## src/rtl/crc_frame_pkg.sv

```systemverilog
`timescale 1ns/1ps
package crc_frame_pkg;
  localparam int BYTE_W = 8;
  localparam int CRC_W  = 2 * BYTE_W;

  typedef logic [BYTE_W-1:0] byte_t;
  typedef logic [CRC_W-1:0]  crc_t;

  typedef enum logic [1:0] {TX_PASS, TX_HI, TX_LO} tx_state_e;

  // Fold one byte into the register, MSB first, multiplying by poly.
  function automatic crc_t crc_step(crc_t cur, byte_t din, crc_t poly);
    crc_t c;
    logic fb;
    c = cur;
    for (int i = BYTE_W - 1; i >= 0; i--) begin
      fb = c[CRC_W-1] ^ din[i];
      c  = {c[CRC_W-2:0], 1'b0};
      if (fb) c = c ^ poly;
    end
    return c;
  endfunction
endpackage

```

## src/rtl/crc_edge_detect.sv

```systemverilog
`timescale 1ns/1ps
module crc_edge_detect (
  input  logic clk,
  input  logic rst,
  input  logic lvl,
  output logic rise,
  output logic fall
);
  logic prev_q;

  always_ff @(posedge clk) begin
    if (rst) prev_q <= 1'b0;
    else     prev_q <= lvl;
  end

  assign rise = lvl & ~prev_q;
  assign fall = ~lvl & prev_q;
endmodule

```

## src/rtl/crc_accum.sv

```systemverilog
`timescale 1ns/1ps
module crc_accum
  import crc_frame_pkg::*;
#(
  parameter crc_t POLY = 16'h1021,
  parameter crc_t INIT = 16'hFFFF
) (
  input  logic  clk,
  input  logic  rst,
  input  logic  restart,
  input  logic  upd,
  input  byte_t din,
  output crc_t  crc_q,
  output crc_t  crc_next
);
  crc_t base;

  always_comb begin
    base     = restart ? INIT : crc_q;
    crc_next = upd ? crc_step(base, din, POLY) : base;
  end

  always_ff @(posedge clk) begin
    if (rst)                  crc_q <= INIT;
    else if (restart || upd)  crc_q <= crc_next;
  end
endmodule

```

## src/rtl/crc_tx_framer.sv

```systemverilog
`timescale 1ns/1ps
module crc_tx_framer
  import crc_frame_pkg::*;
(
  input  logic  clk,
  input  logic  rst,
  input  logic  start,
  input  logic  out_ready,
  input  crc_t  crc,
  output logic  busy,
  output byte_t tx_byte
);
  tx_state_e state_q;
  crc_t      hold_q;

  always_ff @(posedge clk) begin
    if (rst) begin
      state_q <= TX_PASS;
      hold_q  <= '0;
    end else begin
      case (state_q)
        TX_PASS: if (start) begin
          state_q <= TX_HI;
          hold_q  <= crc;
        end
        TX_HI:   if (out_ready) state_q <= TX_LO;
        TX_LO:   if (out_ready) state_q <= TX_PASS;
        default: state_q <= TX_PASS;
      endcase
    end
  end

  assign busy    = (state_q != TX_PASS);
  assign tx_byte = (state_q == TX_HI) ? ~hold_q[CRC_W-1 -: BYTE_W]
                                      : ~hold_q[BYTE_W-1:0];
endmodule

```

## src/rtl/crc_rx_checker.sv

```systemverilog
`timescale 1ns/1ps
module crc_rx_checker
  import crc_frame_pkg::*;
#(
  parameter crc_t RESIDUE = 16'h1D0F
) (
  input  logic clk,
  input  logic rst,
  input  logic rx_byte,
  input  logic restart_req,
  input  crc_t crc_next,
  output logic restart_now,
  output logic sum_ok,
  output logic sum_upd
);
  logic pend_q;

  always_ff @(posedge clk) begin
    if (rst)              pend_q <= 1'b0;
    else if (rx_byte)     pend_q <= 1'b0;
    else if (restart_req) pend_q <= 1'b1;
  end

  assign restart_now = rx_byte & (restart_req | pend_q);

  always_ff @(posedge clk) begin
    if (rst) begin
      sum_ok  <= 1'b0;
      sum_upd <= 1'b0;
    end else begin
      sum_upd <= rx_byte;
      if (rx_byte) sum_ok <= (crc_next == RESIDUE);
    end
  end
endmodule

```

## src/rtl/crc_frame_unit.sv

```systemverilog
`timescale 1ns/1ps
module crc_frame_unit
  import crc_frame_pkg::*;
#(
  parameter crc_t POLY    = 16'h1021,
  parameter crc_t INIT    = 16'hFFFF,
  parameter crc_t RESIDUE = 16'h1D0F
) (
  input  logic              clk,
  input  logic              rst,
  input  logic              rx_mode,
  input  logic              sum_en,
  input  logic              sync_pulse,
  input  logic              in_valid,
  input  logic [BYTE_W-1:0] in_data,
  output logic              in_ready,
  output logic              out_valid,
  output logic [BYTE_W-1:0] out_data,
  input  logic              out_ready,
  output logic              sum_ok,
  output logic              sum_upd
);
  // Named internal events, observed by the bound checker.
  logic  en_rise, en_fall;
  logic  tx_busy;
  byte_t tx_byte;
  logic  xfer, rx_byte, tx_fold;
  logic  rx_restart;
  logic  acc_restart, acc_upd;
  crc_t  crc_q, crc_next;

  crc_edge_detect u_edge (
    .clk (clk), .rst (rst), .lvl (sum_en), .rise (en_rise), .fall (en_fall)
  );

  assign in_ready  = tx_busy ? 1'b0 : (rx_mode ? 1'b1 : out_ready);
  assign out_valid = tx_busy ? 1'b1 : (rx_mode ? 1'b0 : in_valid);
  assign out_data  = tx_busy ? tx_byte : (rx_mode ? '0 : in_data);

  assign xfer    = in_valid & in_ready;
  assign rx_byte = rx_mode & xfer;
  assign tx_fold = ~rx_mode & xfer & sum_en;

  assign acc_restart = rx_mode ? rx_restart : en_rise;
  assign acc_upd     = tx_fold | rx_byte;

  crc_accum #(.POLY(POLY), .INIT(INIT)) u_acc (
    .clk      (clk),
    .rst      (rst),
    .restart  (acc_restart),
    .upd      (acc_upd),
    .din      (in_data),
    .crc_q    (crc_q),
    .crc_next (crc_next)
  );

  crc_tx_framer u_tx (
    .clk       (clk),
    .rst       (rst),
    .start     (~rx_mode & en_fall),
    .out_ready (out_ready),
    .crc       (crc_q),
    .busy      (tx_busy),
    .tx_byte   (tx_byte)
  );

  crc_rx_checker #(.RESIDUE(RESIDUE)) u_rx (
    .clk         (clk),
    .rst         (rst),
    .rx_byte     (rx_byte),
    .restart_req (rx_mode & (en_rise | sync_pulse)),
    .crc_next    (crc_next),
    .restart_now (rx_restart),
    .sum_ok      (sum_ok),
    .sum_upd     (sum_upd)
  );
endmodule

```

## config.mk

```make
export PLATFORM = sky130hd
export DESIGN_NAME = crc_frame_unit
export DESIGN_NICKNAME = d
export VERILOG_FILES = /design/src/rtl/crc_frame_pkg.sv /design/src/rtl/crc_edge_detect.sv /design/src/rtl/crc_accum.sv /design/src/rtl/crc_tx_framer.sv /design/src/rtl/crc_rx_checker.sv /design/src/rtl/crc_frame_unit.sv
export SDC_FILE = /design/constraint.sdc
export NUM_CORES = 1
export LEC_CHECK = 0
export CORE_UTILIZATION = 60
export DETAILED_ROUTE_END_ITERATION = 16
export HOLD_SLACK_MARGIN = 0.03
export PLACE_DENSITY = 0.9
export RECOVER_POWER = 50
export SLEW_MARGIN = 25
export SYNTH_ARGS = -nofsm -noshare
export SYNTH_HDL_FRONTEND = slang
export SYNTH_SLANG_ARGS = --single-unit
```

## constraint.sdc

```tcl
create_clock -name clk -period 5.1 [get_ports clk]
set_input_delay 0.765 -clock clk [delete_from_list [all_inputs] [get_ports clk]]
set_output_delay 0.765 -clock clk [all_outputs]
set_load 0.05 [all_outputs]
```

==> out/qor.yml, run 1 <==
detailed_routing:
  viasPerCell: 6.10
  drtIter0Drc: 188
  remaining_drc_errors: 0
  ant_nets: 0
  wirelength_um: 5810
  first_pass_iters: 4
  routedWlPerCell_um: 15.4
  vias: 2301
power_and_ir_drop:
  power_frac_comb_pct: 29.3
  power_density_nw_per_um2: 291
  p_leak_nw: 0.954
  swShare_pct: 34.0
  total_power_uw: 784
  seqPwrFrac_pct: 42.8
  internal_power_uw: 518
  power.switching_uw: 267
  ir_drop_v: 0.000193
  clockPowerShare_pct: 27.9
yosys:
  synth_adder_area_share_pct: 0
  yosys-top-cells-area: "dfxtp_1, xnor2_1, a21oi_1"
  synthCells: 317
  yosysTopAreaCell: "dfxtp_1"
  synth_nets: 332
  ys_seq_area_share_pct: 32.1
  postSynthAreaPerCell_um2: 7.49
  synthSimpleGateAreaFrac_pct: 23.0
  synth_area_um2: 2370
  synth_top_area_share_pct: 32.1
  synth_enable_flop_cells: 0
  synth_compound_area_share_pct: 24.0
  yosysUniqueCellTypes: 43
  ys.flop_type: "dfxtp_1"
  synthMuxAreaShare_pct: 0
  ys_ff_latch: 38
  synthArstFlopShare_pct: 0
  synth_top_family_by_area: "compound AO/OA/AOI/OAI gates"
  yosys.area_share.xor_xnor_pct: 15.0
  ys_warn_count: 0
critical_path:
  cp-startpoint: "in_valid"
  slowest_delay_ns: 0.60
  crit_type: "primary input to flip-flop"
  endpoint_kind: "flip-flop"
  arrival_ns: 4.05
  r2r-start: "u_tx.state_q[1]$_SDFFE_PP0P_"
  path_cells: "clkdlybuf4s50_1, or3b_4, a22oi_1, clkbuf_1, nor2_1, xnor2_1, o31a_1, or3_1, nor4_1, a22o_1"
  required_ns: 5.35
  worstPathMaxFanout: 20
  critPathLaunchType: "primary input"
  reg2reg_slack_ns: 1.63
  worstReg2RegEnd: "u_rx.sum_ok$_SDFFE_PP0P_"
  rr_worst_depth: 9
  slowest_stage: "clkbuf_1"
clock_network:
  cts_hold_buf: 0
  clkTransAtPathRegs_ns: 0.07
  cts_setup_buffers: 0
  clk_latency_ns: 0.30
  cts_resized: 0
  clockRootBuffer: "clkbuf_8"
  cts-htree-levels: 2
  cts_buffers: 5
  cts.path.max_buffers: 2
  clock-sinks: 38
  cts_tree: "yes"
timing:
  tns_ns: 0
  min_period_ns: 3.80
  rsz0062_at_grt: "no"
  slew_headroom_pct: -1.73
  finalMaxSlewViolations: 39
  hold_violations: 0
  setup_violations: 0
  timing.final.ws_setup_ns: 1.30
  tightest_slew_ns: 1.53
  clock.fmax_mhz: 263
  final.period_utilization_pct: 74.5
  whs_ns: 0.455
  skew_ns: 0.00239
layout:
  drive_above_1_share_pct: 4.86
  num-fill-cells: 308
  nets: 343
  fin_area_um2: 2700
  antenna_cells: 0
  mostFrequentLayoutCells: "a21oi_1, nand2_1, dfxtp_1"
  mostFrequentLayoutCell: "a21oi_1"
  area_growth_syn_to_layout_pct: 13.7
job:
  cap_viol_max_count: 1
status:
  status: "finished, violations left"
  violations: "max-capacitance violations, max-slew violations"
floorplanning:
  die_height_um: 64.9
  die_area_um2: 4210
  start_util_pct: 63.9
  core_um2: 3720
  rows: 22
  ios: 27
  die_w_um: 64.9
hold_path:
  whs_path_depth: 2
  hp-class: "flip-flop to flip-flop"
  min_to: "u_tx.hold_q[4]$_SDFFE_PP0P_"
  min_from: "u_tx.hold_q[4]$_SDFFE_PP0P_"
placement:
  pre_cts_slack_ns: 1.35
  hpwl_um: 4020
  place_area_um2: 2610
  gp_congestion: 0.890
  port_buffers: 26
global_route:
  antenna_found_initial: 0
  grt_max_degree: 39
  grt_pass1_vias: 2053
  track_usage_pct: 29.1
  gr-total-overflow: 0
  grt_pass1_wl_um: 9380
[state kept, by name (all words and copies together), names as in the netlist]
name / flops
u_acc.crc_q: 16
u_tx.hold_q: 16
u_tx.state_q: 2
u_edge.prev_q: 1
u_rx.pend_q: 1
u_rx.sum_ok: 1
u_rx.sum_upd: 1
[cell type report]
class,instances,area (µm²),share of cell area (%)
multi-input combinational,244,1470,54.6
sequential,38,761,28.2
timing repair buffer,28,268,9.92
clock buffer,6,82.6,3.06
tap,48,60.1,2.23
inverter,11,41.3,1.53
clock inverter,2,12.5,0.464
[worst max path at each step]
stage	endpoint	slack [ns]
global route	u_rx.sum_ok$_SDFFE_PP0P_	0.96
finish	u_rx.sum_ok$_SDFFE_PP0P_	1.30
CTS	out_data[6]	1.34
global placement	out_data[1]	1.37
floorplan	out_data[0]	2.18
detailed placement	out_data[6]	1.35
[cells in the mapped netlist, types with 8 or more instances]
| cell | count |
|---|---|
| dfxtp_1 | 38 |
| a21oi_1 | 43 |
| nand2_1 | 42 |
| inv_1 | 11 |
| xor2_1 | 8 |
| o21ai_0 | 16 |
| nand2b_1 | 11 |
| nor2_1 | 26 |
| xnor2_1 | 25 |
| a221oi_1 | 8 |
| clkbuf_1 | 18 |
[worst max-delay path, delay by kind of cell]
kind	cells	cell delay, ns
compound gates	3	0.82
buf+inv	2	1.08
xor+xnor	1	0.19
simple gates	4	1.18
[power groups by stage]
stage | Sequential (mW) | Combinational [mW] | Clock (mW)
5_1_grt | 0.338 | 0.250 | 0.232
4_1_cts | 0.335 | 0.229 | 0.219
3_5_place_dp | 0.342 | 0.227 | 0
2_1_floorplan | 0.329 | 0.183 | 0
3_3_place_gp | 0.341 | 0.222 | 0
6_report | 0.335 | 0.230 | 0.219
[through the flow]
step,std cells,util (%)
finish,377,72.6
global route,377,72.6
CTS,377,72.8
detailed placement,369,70.3
global placement,369,70.3
floorplan,317,-
[per-layer routing]
layer / part of all wire [%] / GRT usage [%] / vias up
met1: 42 / 35.5 / 1088
met3: 6.3 / 6.51 / 21
met4: 3.3 / 14.4 / 0
met2: 49 / 47.9 / 76
li1: - / - / 1116
met5: 0 / 0 / -
[cell families (layout without fill, tap and decap cells)]
kind of cell,Yosys count,after routing
and+or+nand+nor,114,114
buffers and inverters,35,47
AOI/OAI and AO/OA,94,94
xor gates and xnor gates,36,36
DFF,38,38
No activity file was read; power rests on OpenSTA's default activity.
==> run 2: changes to the inputs <==
- CORE_UTILIZATION: 60 -> 51
- PLACE_DENSITY: 0.9 -> 0.82
- clock period: 5.1 -> 3.3 ns (I/O delays scaled with it)
==> out/qor.yml, run 2 (same netlist as run 1, synthesis figures left out) <==
timing:
  final.period_utilization_pct: 85.9
  clock.fmax_mhz: 353
  skew_ns: 0.00578
  tns_ns: 0
  hold_violations: 0
  setup_violations: 0
  finalMaxSlewViolations: 0
  slew_headroom_pct: 49.0
  min_period_ns: 2.84
  whs_ns: 0.459
  tightest_slew_ns: 0.766
  rsz0062_at_grt: "no"
critical_path:
  arrival_ns: 2.34
  endpoint_kind: "primary output"
  r2r-start: "u_tx.state_q[0]$_SDFFE_PP0P_"
  critPathLaunchType: "primary input"
  crit_type: "primary input to primary output"
  required_ns: 2.80
  reg2reg_slack_ns: 0.85
  worstReg2RegEnd: "u_rx.sum_ok$_SDFFE_PP0P_"
  rr_worst_depth: 9
  worstPathMaxFanout: 9
layout:
  seq_area_um2: 761
  drive_above_1_share_pct: 10.5
  antenna_cells: 0
  mostFrequentLayoutCells: "a21oi_1, nand2_1, dfxtp_1"
  reg_top3: "u_acc.crc_q: 16 flops, u_tx.hold_q: 16 flops, u_tx.state_q: 2 flops"
  num-fill-cells: 401
  final_cells: 394
  mostFrequentLayoutCell: "a21oi_1"
  nets: 356
  utilization_pct: 62.9
  area_growth_syn_to_layout_pct: 17.0
  multiInputGateArea_um2: 1470
global_route:
  grt_pass1_wl_um: 10500
  grt_pass1_vias: 2191
  grt_max_degree: 22
  track_usage_pct: 26.9
  antenna_found_initial: 0
  gr-total-overflow: 0
status:
  status: "finished clean"
floorplanning:
  ios: 27
  rows: 24
  die_w_um: 70.2
  core_um2: 4410
  die_area_um2: 4930
  start_util_pct: 53.8
  die_height_um: 70.2
power_and_ir_drop:
  ir_drop_v: 0.000277
  p_leak_nw: 1.03
  power_density_nw_per_um2: 446
  total_power_mw: 1.24
detailed_routing:
  wirelength_um: 6300
  first_pass_iters: 4
  drtIter0Drc: 207
  routedWlPerCell_um: 16.0
  ant_nets: 0
  viasPerCell: 5.89
  vias: 2321
  remaining_drc_errors: 0
clock_network:
  cts.path.max_buffers: 2
  clkTransAtPathRegs_ns: 0.07
  cts_setup_buffers: 0
  clk_latency_ns: 0.30
  cts_resized: 0
  clock-sinks: 38
  cts_tree: "yes"
  cts_hold_buf: 0
  cts-htree-levels: 2
  cts_buffers: 5
  clockRootBuffer: "clkbuf_8"
hold_path:
  whs_path_depth: 2
  min_to: "u_tx.hold_q[1]$_SDFFE_PP0P_"
  hp-class: "flip-flop to flip-flop"
  min_from: "u_tx.hold_q[1]$_SDFFE_PP0P_"
placement:
  gp_congestion: 0.891
  port_buffers: 26
  dp_cells: 386
  hpwl_um: 4480
job:
  cap_viol_max_count: 0
==> run 2: final cells by class <==
class	count	share of cell area, %
Inverter	11	1.49
Clock buffer	7	3.11
Sequential cell	38	27.4
Multi-Input combinational cell	244	53.1
Timing Repair Buffer	41	12.4
Clock inverter	1	0.180
Tap cell	52	2.34
==> run 2: worst max-delay path by stage <==
stage               depth (start not counted)     start  slack, ns                       end
floorplan                                   9   rx_mode       0.76  u_rx.sum_ok$_SDFFE_PP0P_
global placement                            9  in_valid       0.22  u_rx.sum_ok$_SDFFE_PP0P_
detailed placement                          9  in_valid       0.21  u_rx.sum_ok$_SDFFE_PP0P_
CTS                                         9  in_valid       0.51  u_rx.sum_ok$_SDFFE_PP0P_
global route                               10   rx_mode       0.31  u_rx.sum_ok$_SDFFE_PP0P_
finish                                      6   rx_mode       0.46               out_data[5]
==> run 2: worst max-delay path, stage by stage <==
cell	delay (ns)
dlygate4sd3_1	0.55
clkbuf_1	0.21
nor2_1	0.52
a221oi_1	0.18
a21oi_1	0.17
buf_4	0.22
==> run 2: power breakdown <==
part	leakage [nW]	total [mW]	internal [mW]	switching (mW)
clock	0.0482	0.340	0.169	0.171
combinational	0.672	0.382	0.164	0.218
sequential	0.310	0.517	0.483	0.0343
total	1.03	1.24	0.815	0.424
==> run 2: routing by layer <==
layer / global-route usage (%) / wire length, µm
met5: 0 / 0
met4: 10.2 / 120
met3: 4.18 / 392
met2: 46.2 / 3150
met1: 33.5 / 2640
==> run 2: stage by stage <==
stage	instance area, µm²	setup WS [ns]
6_report	2780	0.465
2_1_floorplan	2370	0.764
5_1_grt	2780	0.313
4_1_cts	2790	0.513
3_5_place_dp	2690	0.213
3_3_place_gp	2690	0.223
